File: config.mk
export PLATFORM = sky130hd
export DESIGN_NAME = opnd_ea_seq
export DESIGN_NICKNAME = d
export VERILOG_FILES = /design/src/rtl/opnd_pkg.sv /design/src/rtl/opnd_rst_sync.sv /design/src/rtl/opnd_fetch_ctrl.sv /design/src/rtl/opnd_ea_form.sv /design/src/rtl/opnd_ea_seq.sv
export SDC_FILE = /design/constraint.sdc
export NUM_CORES = 1
export LEC_CHECK = 0
export BUFFER_PORTS_ARGS = -buffer_cell sky130_fd_sc_hd__buf_2
export CAP_MARGIN = 30
export CORE_MARGIN = 8
export CORE_UTILIZATION = 35
export DETAILED_ROUTE_END_ITERATION = 8
export GPL_TIMING_DRIVEN = 0
export SETUP_SLACK_MARGIN = 0.15
export SLEW_MARGIN = 10
export SYNTH_ARGS = -nofsm -noshare
export SYNTH_HDL_FRONTEND = slang
export SYNTH_HIERARCHICAL = 1
export SYNTH_SLANG_ARGS = --single-unit
File: constraint.sdc
create_clock -name clk -period 3.21 [get_ports clk]
set_input_delay 0.4815 -clock clk [delete_from_list [all_inputs] [get_ports clk]]
set_output_delay 0.4815 -clock clk [all_outputs]
set_load 0.01 [all_outputs]
File: src/rtl/opnd_pkg.sv
package opnd_pkg;
  localparam int AW = 16;
  localparam int DW = 8;

  typedef enum logic [2:0] {
    AM_IMPL = 3'd0,
    AM_IMM  = 3'd1,
    AM_DIR  = 3'd2,
    AM_EXT  = 3'd3,
    AM_REL  = 3'd4,
    AM_IDX  = 3'd5,
    AM_IND  = 3'd6,
    AM_RSV  = 3'd7
  } am_e;

  typedef enum logic [1:0] {
    EK_NONE   = 2'd0,
    EK_VALUE  = 2'd1,
    EK_ADDR   = 2'd2,
    EK_TARGET = 2'd3
  } ek_e;

  function automatic logic [1:0] opnd_bytes(input am_e m);
    case (m)
      AM_IMM, AM_DIR, AM_REL, AM_IDX: opnd_bytes = 2'd1;
      AM_EXT:                         opnd_bytes = 2'd2;
      default:                        opnd_bytes = 2'd0;
    endcase
  endfunction
endpackage

File: src/rtl/opnd_rst_sync.sv
module opnd_rst_sync (
  input  logic clk,
  input  logic rst_n,
  output logic rst_sync_n
);
  logic meta_q;

  always_ff @(posedge clk or negedge rst_n) begin
    if (!rst_n) begin
      meta_q     <= 1'b0;
      rst_sync_n <= 1'b0;
    end else begin
      meta_q     <= 1'b1;
      rst_sync_n <= meta_q;
    end
  end
endmodule

File: src/rtl/opnd_fetch_ctrl.sv
module opnd_fetch_ctrl
  import opnd_pkg::*;
#(
  parameter int AWID = AW,
  parameter int DWID = DW
) (
  input  logic            clk,
  input  logic            rst_l,
  input  logic            mode_valid,
  input  am_e             mode_in,
  input  logic            take_in,
  input  logic [AWID-1:0] pc_in,
  input  logic [AWID-1:0] idx_in,
  input  logic [AWID-1:0] ptr_in,
  output logic            mode_ready,
  output logic            mem_req,
  output logic [AWID-1:0] mem_addr,
  input  logic            mem_ready,
  input  logic [DWID-1:0] mem_rdata,
  input  logic            exe_ack,
  output logic            done,
  output am_e             mode_q,
  output logic            take_q,
  output logic [AWID-1:0] pc_q,
  output logic [AWID-1:0] base_q,
  output logic [DWID-1:0] hi_q,
  output logic [DWID-1:0] lo_q
);
  typedef enum logic [1:0] {ST_IDLE, ST_FETCH, ST_DONE, ST_HOLD} st_e;

  st_e             st_q, st_d;
  logic [1:0]      cnt_q, cnt_d;
  logic [1:0]      need;
  logic            accept, fire;
  logic            cap_en, pc_en, cnt_en, hi_en, lo_en;
  logic [AWID-1:0] pc_d;
  logic [DWID-1:0] hi_d, lo_d;

  assign need   = opnd_bytes(mode_in);
  assign accept = (st_q == ST_IDLE) && mode_valid;
  assign fire   = (st_q == ST_FETCH) && mem_ready;

  assign mode_ready = (st_q == ST_IDLE);
  assign mem_req    = (st_q == ST_FETCH);
  assign mem_addr   = pc_q;
  assign done       = (st_q == ST_DONE);

  // next state
  always_comb begin
    st_d = st_q;
    case (st_q)
      ST_IDLE:  if (accept) st_d = (need == 2'd0) ? ST_DONE : ST_FETCH;
      ST_FETCH: if (fire && cnt_q == 2'd1) st_d = ST_DONE;
      ST_DONE:  st_d = exe_ack ? ST_IDLE : ST_HOLD;
      ST_HOLD:  if (exe_ack) st_d = ST_IDLE;
      default:  st_d = ST_IDLE;
    endcase
  end

  // datapath next values and enables
  always_comb begin
    cap_en = accept;
    pc_en  = accept || fire;
    cnt_en = accept || fire;
    hi_en  = accept || (fire && cnt_q == 2'd2);
    lo_en  = accept || (fire && cnt_q != 2'd2);
    pc_d   = accept ? pc_in : pc_q + {{(AWID-1){1'b0}}, 1'b1};
    cnt_d  = accept ? need : cnt_q - 2'd1;
    hi_d   = accept ? '0 : mem_rdata;
    lo_d   = accept ? '0 : mem_rdata;
  end

  always_ff @(posedge clk or negedge rst_l) begin
    if (!rst_l) begin
      st_q   <= ST_IDLE;
      cnt_q  <= '0;
      pc_q   <= '0;
      hi_q   <= '0;
      lo_q   <= '0;
      mode_q <= AM_IMPL;
      take_q <= 1'b0;
      base_q <= '0;
    end else begin
      st_q <= st_d;
      if (cnt_en) cnt_q <= cnt_d;
      if (pc_en)  pc_q  <= pc_d;
      if (hi_en)  hi_q  <= hi_d;
      if (lo_en)  lo_q  <= lo_d;
      if (cap_en) begin
        mode_q <= mode_in;
        take_q <= take_in;
        // indirect reuses the indexed path with the pointer as base
        base_q <= (mode_in == AM_IND) ? ptr_in : idx_in;
      end
    end
  end

  a_r9_done_pulse: assert property (@(posedge clk) disable iff (!rst_l)
    done |=> !done);
  a_r2_addr_step: assert property (@(posedge clk) disable iff (!rst_l)
    (mem_req && mem_ready) |=> (!mem_req || mem_addr == $past(mem_addr) + {{(AWID-1){1'b0}}, 1'b1}));
  a_r2_stall_hold: assert property (@(posedge clk) disable iff (!rst_l)
    (mem_req && !mem_ready) |=> (mem_req && $stable(mem_addr)));
  a_r9_hold_stable: assert property (@(posedge clk) disable iff (!rst_l)
    (!mode_ready && !mem_req && !done) |-> ($stable(pc_q) && $stable(hi_q) && $stable(lo_q) && $stable(base_q)));
  a_r9_ready_excl: assert property (@(posedge clk) disable iff (!rst_l)
    mode_ready |-> (!mem_req && !done));
endmodule

File: src/rtl/opnd_ea_form.sv
module opnd_ea_form
  import opnd_pkg::*;
#(
  parameter int AWID = AW,
  parameter int DWID = DW
) (
  input  am_e             mode_q,
  input  logic            take_q,
  input  logic [AWID-1:0] pc_q,
  input  logic [AWID-1:0] base_q,
  input  logic [DWID-1:0] hi_q,
  input  logic [DWID-1:0] lo_q,
  output logic [AWID-1:0] ea,
  output ek_e             kind,
  output logic [AWID-1:0] pc_nx
);
  localparam int PADW = AWID - DWID;

  logic [AWID-1:0] lo_zx, lo_sx, hl, tgt, idx_sum, offs;

  assign lo_zx = {{PADW{1'b0}}, lo_q};
  assign lo_sx = {{PADW{lo_q[DWID-1]}}, lo_q};
  assign hl    = {{(AWID-2*DWID){1'b0}}, hi_q, lo_q};
  assign tgt   = pc_q + lo_sx;
  // indirect is indexed with a forced zero offset
  assign offs    = (mode_q == AM_IND) ? '0 : lo_zx;
  assign idx_sum = base_q + offs;

  always_comb begin
    ea    = '0;
    kind  = EK_NONE;
    pc_nx = pc_q;
    case (mode_q)
      AM_IMM:         begin ea = lo_zx;   kind = EK_VALUE; end
      AM_DIR:         begin ea = lo_zx;   kind = EK_ADDR;  end
      AM_EXT:         begin ea = hl;      kind = EK_ADDR;  end
      AM_IDX, AM_IND: begin ea = idx_sum; kind = EK_ADDR;  end
      AM_REL: if (take_q) begin
        ea    = tgt;
        kind  = EK_TARGET;
        pc_nx = tgt;
      end
      default: ;
    endcase
  end
endmodule

File: src/rtl/opnd_ea_seq.sv
module opnd_ea_seq
  import opnd_pkg::*;
#(
  parameter int AWID = AW,
  parameter int DWID = DW
) (
  input  logic            clk,
  input  logic            rst_n,
  input  logic            mode_valid,
  input  logic [2:0]      mode_code,
  input  logic            branch_take,
  input  logic [AWID-1:0] pc_in,
  input  logic [AWID-1:0] index_reg,
  input  logic [AWID-1:0] pointer_reg,
  output logic            mode_ready,
  output logic            mem_req,
  output logic [AWID-1:0] mem_addr,
  input  logic            mem_ready,
  input  logic [DWID-1:0] mem_rdata,
  output logic            done,
  output logic [AWID-1:0] ea_out,
  output logic [1:0]      ea_kind,
  output logic [AWID-1:0] pc_next,
  input  logic            exe_ack
);
  logic            rst_l;
  am_e             mode_q;
  logic            take_q;
  logic [AWID-1:0] pc_q, base_q;
  logic [DWID-1:0] hi_q, lo_q;
  ek_e             kind;

  opnd_rst_sync u_rst (.clk(clk), .rst_n(rst_n), .rst_sync_n(rst_l));

  opnd_fetch_ctrl #(.AWID(AWID), .DWID(DWID)) u_ctrl (
    .clk(clk), .rst_l(rst_l),
    .mode_valid(mode_valid), .mode_in(am_e'(mode_code)), .take_in(branch_take),
    .pc_in(pc_in), .idx_in(index_reg), .ptr_in(pointer_reg),
    .mode_ready(mode_ready), .mem_req(mem_req), .mem_addr(mem_addr),
    .mem_ready(mem_ready), .mem_rdata(mem_rdata), .exe_ack(exe_ack),
    .done(done), .mode_q(mode_q), .take_q(take_q), .pc_q(pc_q),
    .base_q(base_q), .hi_q(hi_q), .lo_q(lo_q)
  );

  opnd_ea_form #(.AWID(AWID), .DWID(DWID)) u_form (
    .mode_q(mode_q), .take_q(take_q), .pc_q(pc_q), .base_q(base_q),
    .hi_q(hi_q), .lo_q(lo_q), .ea(ea_out), .kind(kind), .pc_nx(pc_next)
  );

  assign ea_kind = kind;

  a_r5_target_pc: assert property (@(posedge clk) disable iff (!rst_l)
    (done && ea_kind == 2'd3) |-> (pc_next == ea_out));
  a_r11_none_zero: assert property (@(posedge clk) disable iff (!rst_l)
    (done && ea_kind == 2'd0) |-> (ea_out == '0));
  a_r9_out_stable: assert property (@(posedge clk) disable iff (!rst_l)
    (!mode_ready && !mem_req && !done) |-> ($stable(ea_out) && $stable(ea_kind) && $stable(pc_next)));
  a_r1_reset_idle: assert property (@(posedge clk)
    !rst_l |-> (mode_ready && !done && !mem_req));
endmodule

==> results of run 1 <==
## critical path: cells and delay by family, from the launching register on
family          cells  cell delay (ps)
buf+inv             4              550
simple gates        3              400
flops               1              400
fa+ha+maj           2              490
compound gates      4              580
xor+xnor            1              180
## repair_timing
item	CTS	global route
setup endpoints to repair	21	29
hold endpoints to repair	2	0
pin swaps	36	16
hold buffers	1	0
setup buffers	31	5
resized for setup	84	32
## metal layers
metal	global-route usage, %	vias to the layer above
met1	21.77	2367
met5	0	-
met2	32.66	89
met3	3.201	18
met4	6.126	0
li1	-	2372
## final cells by class
| class | count | share of cell area (%) |
|---|---|---|
| well taps | 176 | 3.358 |
| clock inverters | 6 | 0.6487 |
| clock buffers | 10 | 3.644 |
| repair buffers | 155 | 14.27 |
| flip-flops and latches | 58 | 22.38 |
| inverters | 21 | 1.202 |
| plain buffers | 39 | 3.530 |
| multi-input cells | 465 | 50.96 |
## cell usage after synthesis (4+ instances only)
master,number,share of area (%)
buf_2,4,0.43
nor2b_1,5,0.67
clkbuf_1,16,1.3
mux2i_1,21,4.5
a21o_1,4,0.65
nand3_1,24,2.6
nand2_1,127,10
nand3b_1,6,0.97
o221ai_1,4,0.75
ha_1,26,7.0
inv_1,21,1.7
o211ai_1,14,2.3
nand2b_1,5,0.67
o21ai_1,8,0.86
dfrtp_1,58,31
nor4_1,7,0.94
nand4_1,6,0.81
xor2_1,11,2.1
nor3_1,9,0.97
a211oi_1,4,0.65
xnor2_1,25,4.7
a21oi_1,23,2.5
buf_4,16,2.6
o21ai_0,58,6.2
and2_1,14,1.9
nor2_1,20,1.6
## power breakdown
part           internal, mW  switching (mW)  total, mW
Clock                 0.542           0.361      0.903
Combinational          2.32            2.79       5.11
Sequential             1.07           0.382       1.45
Total                  3.93            3.53       7.46
## worst paths after layout
kind                                          end              from  cells past startpoint
max in group asynchronous          u_ctrl/lo_q[1]  u_rst/rst_sync_n                      1
min in group clk                    u_ctrl/take_q       branch_take                      3
worst min-delay path                u_ctrl/take_q  u_rst/rst_sync_n                      0
worst max register to register  u_ctrl/base_q[10]    u_ctrl/st_q[0]                      7
worst min register to register      u_ctrl/take_q  u_rst/rst_sync_n                      0
worst max-delay path                   ea_out[12]  u_ctrl/mode_q[2]                     14
## per-stage QoR
stage               area (µm²)  TNS (ps)
floorplan                 4656         0
global placement          5461     -2668
detailed placement        5483     -3231
CTS                       6397     -1337
global route              6558     -3293
finish                    6558     -1768
## cells in the final DEF (no fill, tap or decap), types with 3 or more instances in the layout
master | synthesis | layout
a21oi_1 | 23 | 11
clkbuf_16 | 0 | 9
o21ai_1 | 8 | 5
nor4_1 | 7 | 7
clkbuf_2 | 0 | 3
nand3b_1 | 6 | 6
nor3_1 | 9 | 7
a21oi_2 | 0 | 9
a21o_1 | 4 | 4
o21ai_0 | 58 | 53
buf_4 | 16 | 40
ha_2 | 0 | 5
ha_1 | 26 | 11
nand4_1 | 6 | 6
dfrtp_1 | 58 | 45
a21oi_4 | 0 | 3
buf_6 | 1 | 15
buf_2 | 4 | 120
clkbuf_1 | 16 | 13
o211ai_1 | 14 | 14
and2_1 | 14 | 12
nand2_1 | 127 | 123
nand2b_1 | 5 | 5
o21ai_2 | 1 | 8
ha_4 | 0 | 10
nand2_2 | 1 | 4
inv_1 | 21 | 20
a31oi_1 | 3 | 3
a211oi_2 | 0 | 4
dfrtp_2 | 0 | 13
mux2i_1 | 21 | 21
nor2_1 | 20 | 19
a211o_1 | 3 | 3
nor2b_1 | 5 | 4
xor2_1 | 11 | 10
nand3_1 | 24 | 24
xnor2_1 | 25 | 23
nor3b_2 | 1 | 4
## kinds of logic after synthesis
| kind of cell | after synthesis | synth area share, % |
|---|---|---|
| AO/OA/AOI/OAI | 137 | 18.28 |
| XOR/XNOR | 36 | 6.772 |
| adder cells (fa/ha/maj) | 28 | 7.847 |
| buffers and inverters | 60 | 6.396 |
| flip-flops | 58 | 31.17 |
| multiplexers | 21 | 4.515 |
| other | 1 | 0.08055 |
| AND/OR/NAND/NOR | 242 | 24.94 |
## state kept, by name (all words and copies together), names as in the netlist
name              flops
u_ctrl/base_q        16
u_ctrl/hi_q           8
u_ctrl/mode_q         3
u_ctrl/lo_q           8
u_ctrl/mem_addr      16
u_rst/meta_q          1
u_rst/rst_sync_n      1
u_ctrl/st_q           2
u_ctrl/take_q         1
u_ctrl/cnt_q          2
==> flow_summary.yaml, run 1 <==
sta:
  finalSetupViolCount: 11
  slew_violations: 0
  period_share_pct: 107.2
  post-route-min-period_ps: 3443
  setup_slack_ps: -232.7
  hold_viol_final: 0
  rsz0062_at_grt: "true"
  whs_ps: 288.8
  fin_skew_ps: 5.825
  max_slew.worst_pin.slew_ps: 760.8
  fmax_mhz: 290.5
  max-slew-margin-rel_pct: 49.04
route:
  via_count: 4846
  drt-met1-wl_um: 6940
  dr.max_layer_used: "met4"
  postRouteAntennaNets: 0
  drt-pass1-iter-count: 5
  wire_per_inst_um: 17.35
  wl_met2_um: 8349
  avgViaCountPerCell: 5.211
  drcViolationCount: 0
  wl_met3_um: 517
  wl_um: 16140
  drtIter0Drc: 317
grt:
  grt_overflow: 0
  grt_pass1_wl_um: 25760
  antenna_found_initial: 0
  grt_start_max_net_pins: 33
  grt_usage_pct: 18.34
  grt_pass1_vias: 5037
yosys:
  syn_nets: 676
  syn_avg_cell_area_um2: 7.986
  synth-seq-cells: 58
  synth_cells: 583
  yosysSeqAreaShare_pct: 31.17
  ys.flop_type: "dfrtp_1"
  synthesis.area_um2: 4656
  synth_edf_count: 0
  yosysUniqueCellTypes: 61
  ys_async_sr_fraction_pct: 100.0
  yosys_warnings: 6
worst_setup_path:
  critical_path.max_fanout: 8
  r2r_slack_ps: 1120
  path_cells: "nand3b_1, buf_6, and2_4, ha_4, inv_2, fa_2, nor2b_2, o21ai_2, a211oi_2, buf_4, o2111ai_2, xor2_1, o211ai_1, buf_2"
  worst_ep_required_time_ps: 2730
  cp-start-kind: "flip-flop"
  crit_arrival_ps: 2960
  cp-end-kind: "primary output"
  cpMaxStageDelayCell: "dfrtp_2"
  max_stage_delay_ps: 400
  crit_type: "reg -> out"
floorplan:
  die_x_um: 131.3
  core_area_um2: 13140
  dieArea_um2: 17250
  rows: 42
  die_h_um: 131.3
  initial_core_util_pct: 35.44
  pin_count: 118
clock_tree:
  clk_latency_ps: 340
  root_buffer: "clkbuf_16"
  cts.sinks: 58
  clk_pin_slew_worst_paths_ps: 50
  ctsHtreeMaxLevel: 3
  cts_buffers: 9
  cts_tree: "done"
  cts_buffer_depth: 2
outcome:
  violations: "negative setup slack"
  status: "finished with violations"
placement:
  hpwl_um: 12020
  pre_cts_ws_ps: -498.2
  place_inst: 877
  port_buffers: 117
  globalplace.congestion: 0.8991
run:
  cap_violations: 0
cells_and_area:
  multi_input_area_um2: 3342
  final_nets: 842
  syn_to_final_growth_pct: 40.85
  drive_gt1_share_pct: 37.40
  final.fill_count: 1279
  fin_cells: 930
  ff_latch_area_um2: 1468
  final_util_pct: 49.91
  num_antenna_cells: 0
worst_hold_path:
  worstHoldPathType: "reg -> async"
pwr:
  p_leak_nw: 3.028
  worst_ir_drop_vdd_mv: 0.3236
  fin_total_pwr_mw: 7.462
  power.density_nw_per_um2: 1138
(Power assumes the default switching activity.)
==> run 2, diff against run 1 <==
--- a/config.mk
+++ b/config.mk
@@ -9,10 +9,10 @@
 export CAP_MARGIN = 30
 export CORE_MARGIN = 8
 export CORE_UTILIZATION = 35
+export CTS_BUF_LIST = sky130_fd_sc_hd__clkbuf_8
 export DETAILED_ROUTE_END_ITERATION = 8
 export GPL_TIMING_DRIVEN = 0
 export SETUP_SLACK_MARGIN = 0.15
-export SLEW_MARGIN = 10
 export SYNTH_ARGS = -nofsm -noshare
 export SYNTH_HDL_FRONTEND = slang
 export SYNTH_HIERARCHICAL = 1
==> run 2 against run 1 <==
The run still ends with negative setup slack left; global-route usage stayed put; combinational power hardly changed; critical path depth is 1 higher; setup slack worse by 21 ps; first-iteration DRC count is 16% lower; power is 3.9% lower; wire length is 0.59% lower; design area is 1.5% lower; clock power is 31% lower; clock-buffer cell count stayed put; critical endpoint is now ea_out[7]; highest routed layer unchanged.
==> flow_summary.yaml, run 2 (synthesized netlist as in run 1, its figures left out) <==
outcome:
  status: "finished with violations"
  violations: "negative setup slack"
route:
  via_count: 4854
  drcViolationCount: 0
  postRouteAntennaNets: 0
  wl_um: 16040
  drtIter0Drc: 265
  wire_per_inst_um: 17.21
  avgViaCountPerCell: 5.208
  drt-pass1-iter-count: 5
worst_setup_path:
  path_common_cell: "buf_6"
  path_buf_inv: 6
  path_cells: "nand3b_1, buf_6, and2_4, ha_4, buf_6, a21oi_4, o211ai_1, buf_4, buf_4, buf_6, a21o_1, a21oi_2, xor2_1, o211ai_1, buf_2"
  critical_path.max_fanout: 8
  crit_family: "buffers and inverters"
  cp-start-kind: "flip-flop"
  cpMaxStageDelayCell: "dfrtp_2"
  max_stage_delay_ps: 400
  rr_worst_depth: 7
  crit_type: "reg -> out"
  cp.depth: 15
  cp-end-kind: "primary output"
  r2r_slack_ps: 1110
  reg2reg_to: "u_ctrl/hi_q[5]"
  crit_arrival_ps: 2980
  r2r_start: "u_ctrl/st_q[0]"
  worst_ep_required_time_ps: 2730
sta:
  tns_ps: -1926
  max-slew-margin-rel_pct: 50.38
  fin_skew_ps: 9.385
  max_slew.worst_pin.slew_ps: 740.8
  hold_viol_final: 0
  slew_violations: 0
  finalSetupViolCount: 12
  setup_slack_ps: -253.6
  fmax_mhz: 288.7
  period_share_pct: 107.9
  post-route-min-period_ps: 3464
  rsz0062_at_grt: "true"
clock_tree:
  clk_pin_slew_worst_paths_ps: 70
  root_buffer: "clkbuf_8"
  cts_tree: "done"
  clk_latency_ps: 350
  cts_buffer_depth: 2
  cts_buffers: 9
  cts.sinks: 58
  ctsHtreeMaxLevel: 3
pwr:
  power.density_nw_per_um2: 1110
  worst_ir_drop_vdd_mv: 0.3720
  p_leak_nw: 2.992
floorplan:
  die_h_um: 131.3
  pin_count: 118
  rows: 42
  dieArea_um2: 17250
  die_x_um: 131.3
  core_area_um2: 13140
  initial_core_util_pct: 35.44
cells_and_area:
  drive_gt1_share_pct: 37.30
  syn_to_final_growth_pct: 38.75
  final.fill_count: 1294
  multi_input_area_um2: 3331
  final_nets: 844
  ff_latch_area_um2: 1468
  layout_common_cells: "nand2_1, buf_2, o21ai_0"
  layout_commonest_cell: "nand2_1"
  num_antenna_cells: 0
grt:
  grt_usage_pct: 18.34
  grt_start_max_net_pins: 33
  grt_overflow: 0
  grt_pass1_wl_um: 25760
  antenna_found_initial: 0
  grt_pass1_vias: 5056
placement:
  pre_cts_ws_ps: -498.2
  port_buffers: 117
  hpwl_um: 12020
  globalplace.congestion: 0.8991
worst_hold_path:
  worstHoldPathType: "reg -> async"
run:
  cap_violations: 0
run 2: cell types whose count changed in the layout (fill, tap and decap cells not counted), sizes merged:
cell and change:
buf +2
run 2: worst max path at each step:
stage | from | to | slack [ps]
after floorplan | u_ctrl/mode_q[0] | ea_out[12] | 260
after global placement | u_ctrl/mode_q[0] | ea_out[10] | -430
after detailed placement | u_ctrl/mode_q[0] | ea_out[10] | -500
after CTS | u_ctrl/mode_q[0] | ea_out[15] | -200
after global routing | u_ctrl/mode_q[0] | ea_out[13] | -400
final | u_ctrl/mode_q[0] | ea_out[7] | -250
run 2: cell type report:
class / count / area share [%]
repair buffers: 157 / 14.72
well taps: 176 / 3.409
inverters: 21 / 1.220
clock buffers: 10 / 2.131
flip-flops and latches: 58 / 22.72
clock inverters: 6 / 0.6585
multi-input cells: 465 / 51.56
plain buffers: 39 / 3.583
run 2: worst reg2reg max path: stages (launching register included):
cell      delay, ps
dfrtp_1         360
buf_2           180
or3b_2          450
clkbuf_1        220
buf_2           250
clkbuf_1        250
nand3_1         150
o21ai_0         110
run 2: what timing repair did:
action / 4_1_cts / 5_1_grt
endpoints found under the hold margin: 2 / 0
cloned: 0 / 0
hold buffers: 1 / 0
pin swaps: 37 / 16
gates resized for setup: 84 / 30
buffers inserted: 32 / 6
setup endpoints to repair: 21 / 29
run 2: metrics by stage:
step                      power (mW)  hold slack [ps]  cells  cell area, µm²  utilization (%)
after floorplan                4.033            185.9    583            4656                -
after global placement         5.160            267.1    876            5461            41.57
after detailed placement       5.239            269.2    877            5483            41.73
after CTS                      6.846            306.7    926            6304            47.98
after global routing           7.752            314.9    932            6460            49.17
final                          7.171            294.1    932            6460            49.17
run 2: layer usage:
| layer | global-route usage [%] | up-vias | wire length, µm |
|---|---|---|---|
| li1 | - | 2382 | - |
| met1 | 21.73 | 2356 | 6818 |
| met2 | 32.54 | 91 | 8320 |
| met3 | 2.630 | 25 | 470 |
| met4 | 7.466 | 0 | 431 |
| met5 | 0 | - | 0 |
run 2: report_power, final:
| part | internal, mW | switching [mW] | total, mW |
|---|---|---|---|
| logic | 2.33 | 2.78 | 5.11 |
| registers | 1.07 | 0.370 | 1.44 |
| clock network | 0.300 | 0.324 | 0.624 |
==> run 3, diff against run 2 <==
--- a/config.mk
+++ b/config.mk
@@ -7,7 +7,6 @@
 export LEC_CHECK = 0
 export BUFFER_PORTS_ARGS = -buffer_cell sky130_fd_sc_hd__buf_2
 export CAP_MARGIN = 30
-export CORE_MARGIN = 8
 export CORE_UTILIZATION = 35
 export CTS_BUF_LIST = sky130_fd_sc_hd__clkbuf_8
 export DETAILED_ROUTE_END_ITERATION = 8
==> constraint.sdc (replaced) <==
create_clock -name clk -period 4.2 [get_ports clk]
set_input_delay 0.63 -clock clk [delete_from_list [all_inputs] [get_ports clk]]
set_output_delay 0.63 -clock clk [all_outputs]
set_load 0.01 [all_outputs]
==> run 3 against run 2 <==
The flow now finishes without violations; first-iteration DRC count fell by 20%; combinational power fell by 43%; sequential power fell by 22%; via count fell by 4.2%; critical endpoint is now ea_out[15].
==> flow_summary.yaml, run 3 (synthesized netlist as in run 1, its figures left out) <==
sta:
  period_share_pct: 92.68
  fmax_mhz: 256.9
  fin_skew_ps: 12.15
  setup_slack_ps: 307.3
  slew_violations: 0
  max-slew-margin-rel_pct: 46.07
  finalSetupViolCount: 0
  tns_ps: 0
  rsz0062_at_grt: "true"
  hold_viol_final: 0
  max_slew.worst_pin.slew_ps: 805.2
  post-route-min-period_ps: 3893
worst_setup_path:
  cp-start-kind: "flip-flop"
  critical_path.max_fanout: 8
  crit_arrival_ps: 3260
  cp-end-kind: "primary output"
  worst_ep_required_time_ps: 3570
  crit_type: "reg -> out"
outcome:
  status: "finished, final reports clean"
grt:
  grt_pass1_vias: 4572
  grt_overflow: 0
  grt_start_max_net_pins: 33
  antenna_found_initial: 0
  grt_usage_pct: 21.09
  grt_pass1_wl_um: 22920
pwr:
  pwr-share-comb_pct: 64.4
  switchingPower_mw: 2.275
  p_sw_share_pct: 50.40
  intPower_mw: 2.238
  worst_ir_drop_vdd_mv: 0.2634
  power.density_nw_per_um2: 792.9
  seqPwrFrac_pct: 25.0
  p_leak_nw: 2.745
  p_clk_share_pct: 10.7
clock_tree:
  clk_pin_slew_worst_paths_ps: 70
  cts_buffer_depth: 2
  cts_tree: "done"
  cts.sinks: 58
  ctsHtreeMaxLevel: 3
  root_buffer: "clkbuf_8"
  clk_latency_ps: 360
  cts_buffers: 9
route:
  wl_um: 14280
  via_count: 4652
  drcViolationCount: 0
  postRouteAntennaNets: 0
  drtIter0Drc: 211
  avgViaCountPerCell: 5.221
  wire_per_inst_um: 16.03
  drt-pass1-iter-count: 4
floorplan:
  dieArea_um2: 13770
  rows: 41
  pin_count: 118
  initial_core_util_pct: 36.45
  core_area_um2: 12770
  die_h_um: 117.3
  die_x_um: 117.3
cells_and_area:
  layout_commonest_cell: "nand2_1"
  final_nets: 807
  layout_common_cells: "nand2_1, buf_2, o21ai_0"
  syn_to_final_growth_pct: 22.25
  drive_gt1_share_pct: 23.50
  num_antenna_cells: 0
placement:
  pre_cts_ws_ps: 420.8
  globalplace.congestion: 0.8703
  hpwl_um: 11350
  port_buffers: 117
worst_hold_path:
  worstHoldPathType: "in -> async"
run:
  cap_violations: 0
[run 3: cell count changes in the layout (fill, tap and decap cells not counted), moves of 7 or more]
cell / delta
a21oi_1: +12
ha_1: +15
dfrtp_1: +11
a21oi_2: -9
buf_6: -14
o21ai_2: -7
dfrtp_2: -11
ha_4: -10
buf_4: -24
[run 3: through the flow]
step / cell area [µm²] / total power [mW] / instances / utilization, % / hold WS (ps)
floorplan: 4656 / 3.082 / 583 / - / 331.2
global placement: 5456 / 3.915 / 872 / 42.72 / 338.8
detailed placement: 5478 / 3.987 / 873 / 42.88 / 297.4
CTS: 5675 / 4.510 / 889 / 44.43 / 28.33
global route: 5692 / 4.920 / 891 / 44.56 / 34.43
finish: 5692 / 4.513 / 891 / 44.56 / 44.12
[run 3: layout make-up]
class / count / area [µm²]
fillers: 1298 / 7082
multi-input cells: 465 / 2924
flip-flops and latches: 58 / 1454
repair buffers: 120 / 620.6
plain buffers: 39 / 219.0
well taps: 172 / 215.2
clock buffers: 10 / 137.6
inverters: 21 / 78.83
clock inverters: 6 / 42.54
[run 3: power groups by stage]
stage | Sequential (mW) | Combinational, mW | Clock, mW
after detailed placement | 1.13 | 2.86 | 0
after global placement | 1.13 | 2.78 | 0
final | 1.13 | 2.90 | 0.482
after CTS | 1.12 | 2.90 | 0.491
after floorplan | 1.06 | 2.02 | 0
after global routing | 1.17 | 3.24 | 0.513
[run 3: worst paths after layout]
kind                                       start               end  slack [ps]  cells after the start
worst max-delay path            u_ctrl/mode_q[0]        ea_out[15]         310                     11
worst min-delay path                       rst_n  u_rst/rst_sync_n          40                      1
worst max register to register    u_ctrl/st_q[0]    u_ctrl/hi_q[4]        2110                      7
worst min register to register  u_rst/rst_sync_n  u_ctrl/mode_q[1]         280                      0
max in group asynchronous       u_rst/rst_sync_n    u_ctrl/lo_q[7]        3320                      1
min in group clk                    u_rst/meta_q  u_rst/rst_sync_n         360                      0
[run 3: what timing repair did]
item	4_1_cts	5_1_grt
pin swaps	0	1
gates resized for setup	2	1
setup endpoints to repair	7	8
endpoints found under the hold margin	0	0
hold buffers	0	0
setup buffers	0	2
[run 3: worst max-delay path, stage by stage, from the launching register on]
cell       delay (ps)
dfrtp_1           450
nand3b_1          190
buf_4             180
and2_1            160
ha_1              340
a21oi_1           170
o211ai_1          210
a2111oi_4         490
nor3_1            130
xnor2_1           220
o221ai_1          180
buf_2             180
[run 3: layer usage]
layer | track usage [%] | part of all wire, %
met1 | 27.01 | 46
met5 | 0 | 0
met3 | 2.918 | 3.9
met4 | 9.740 | 2.4
met2 | 35.02 | 48
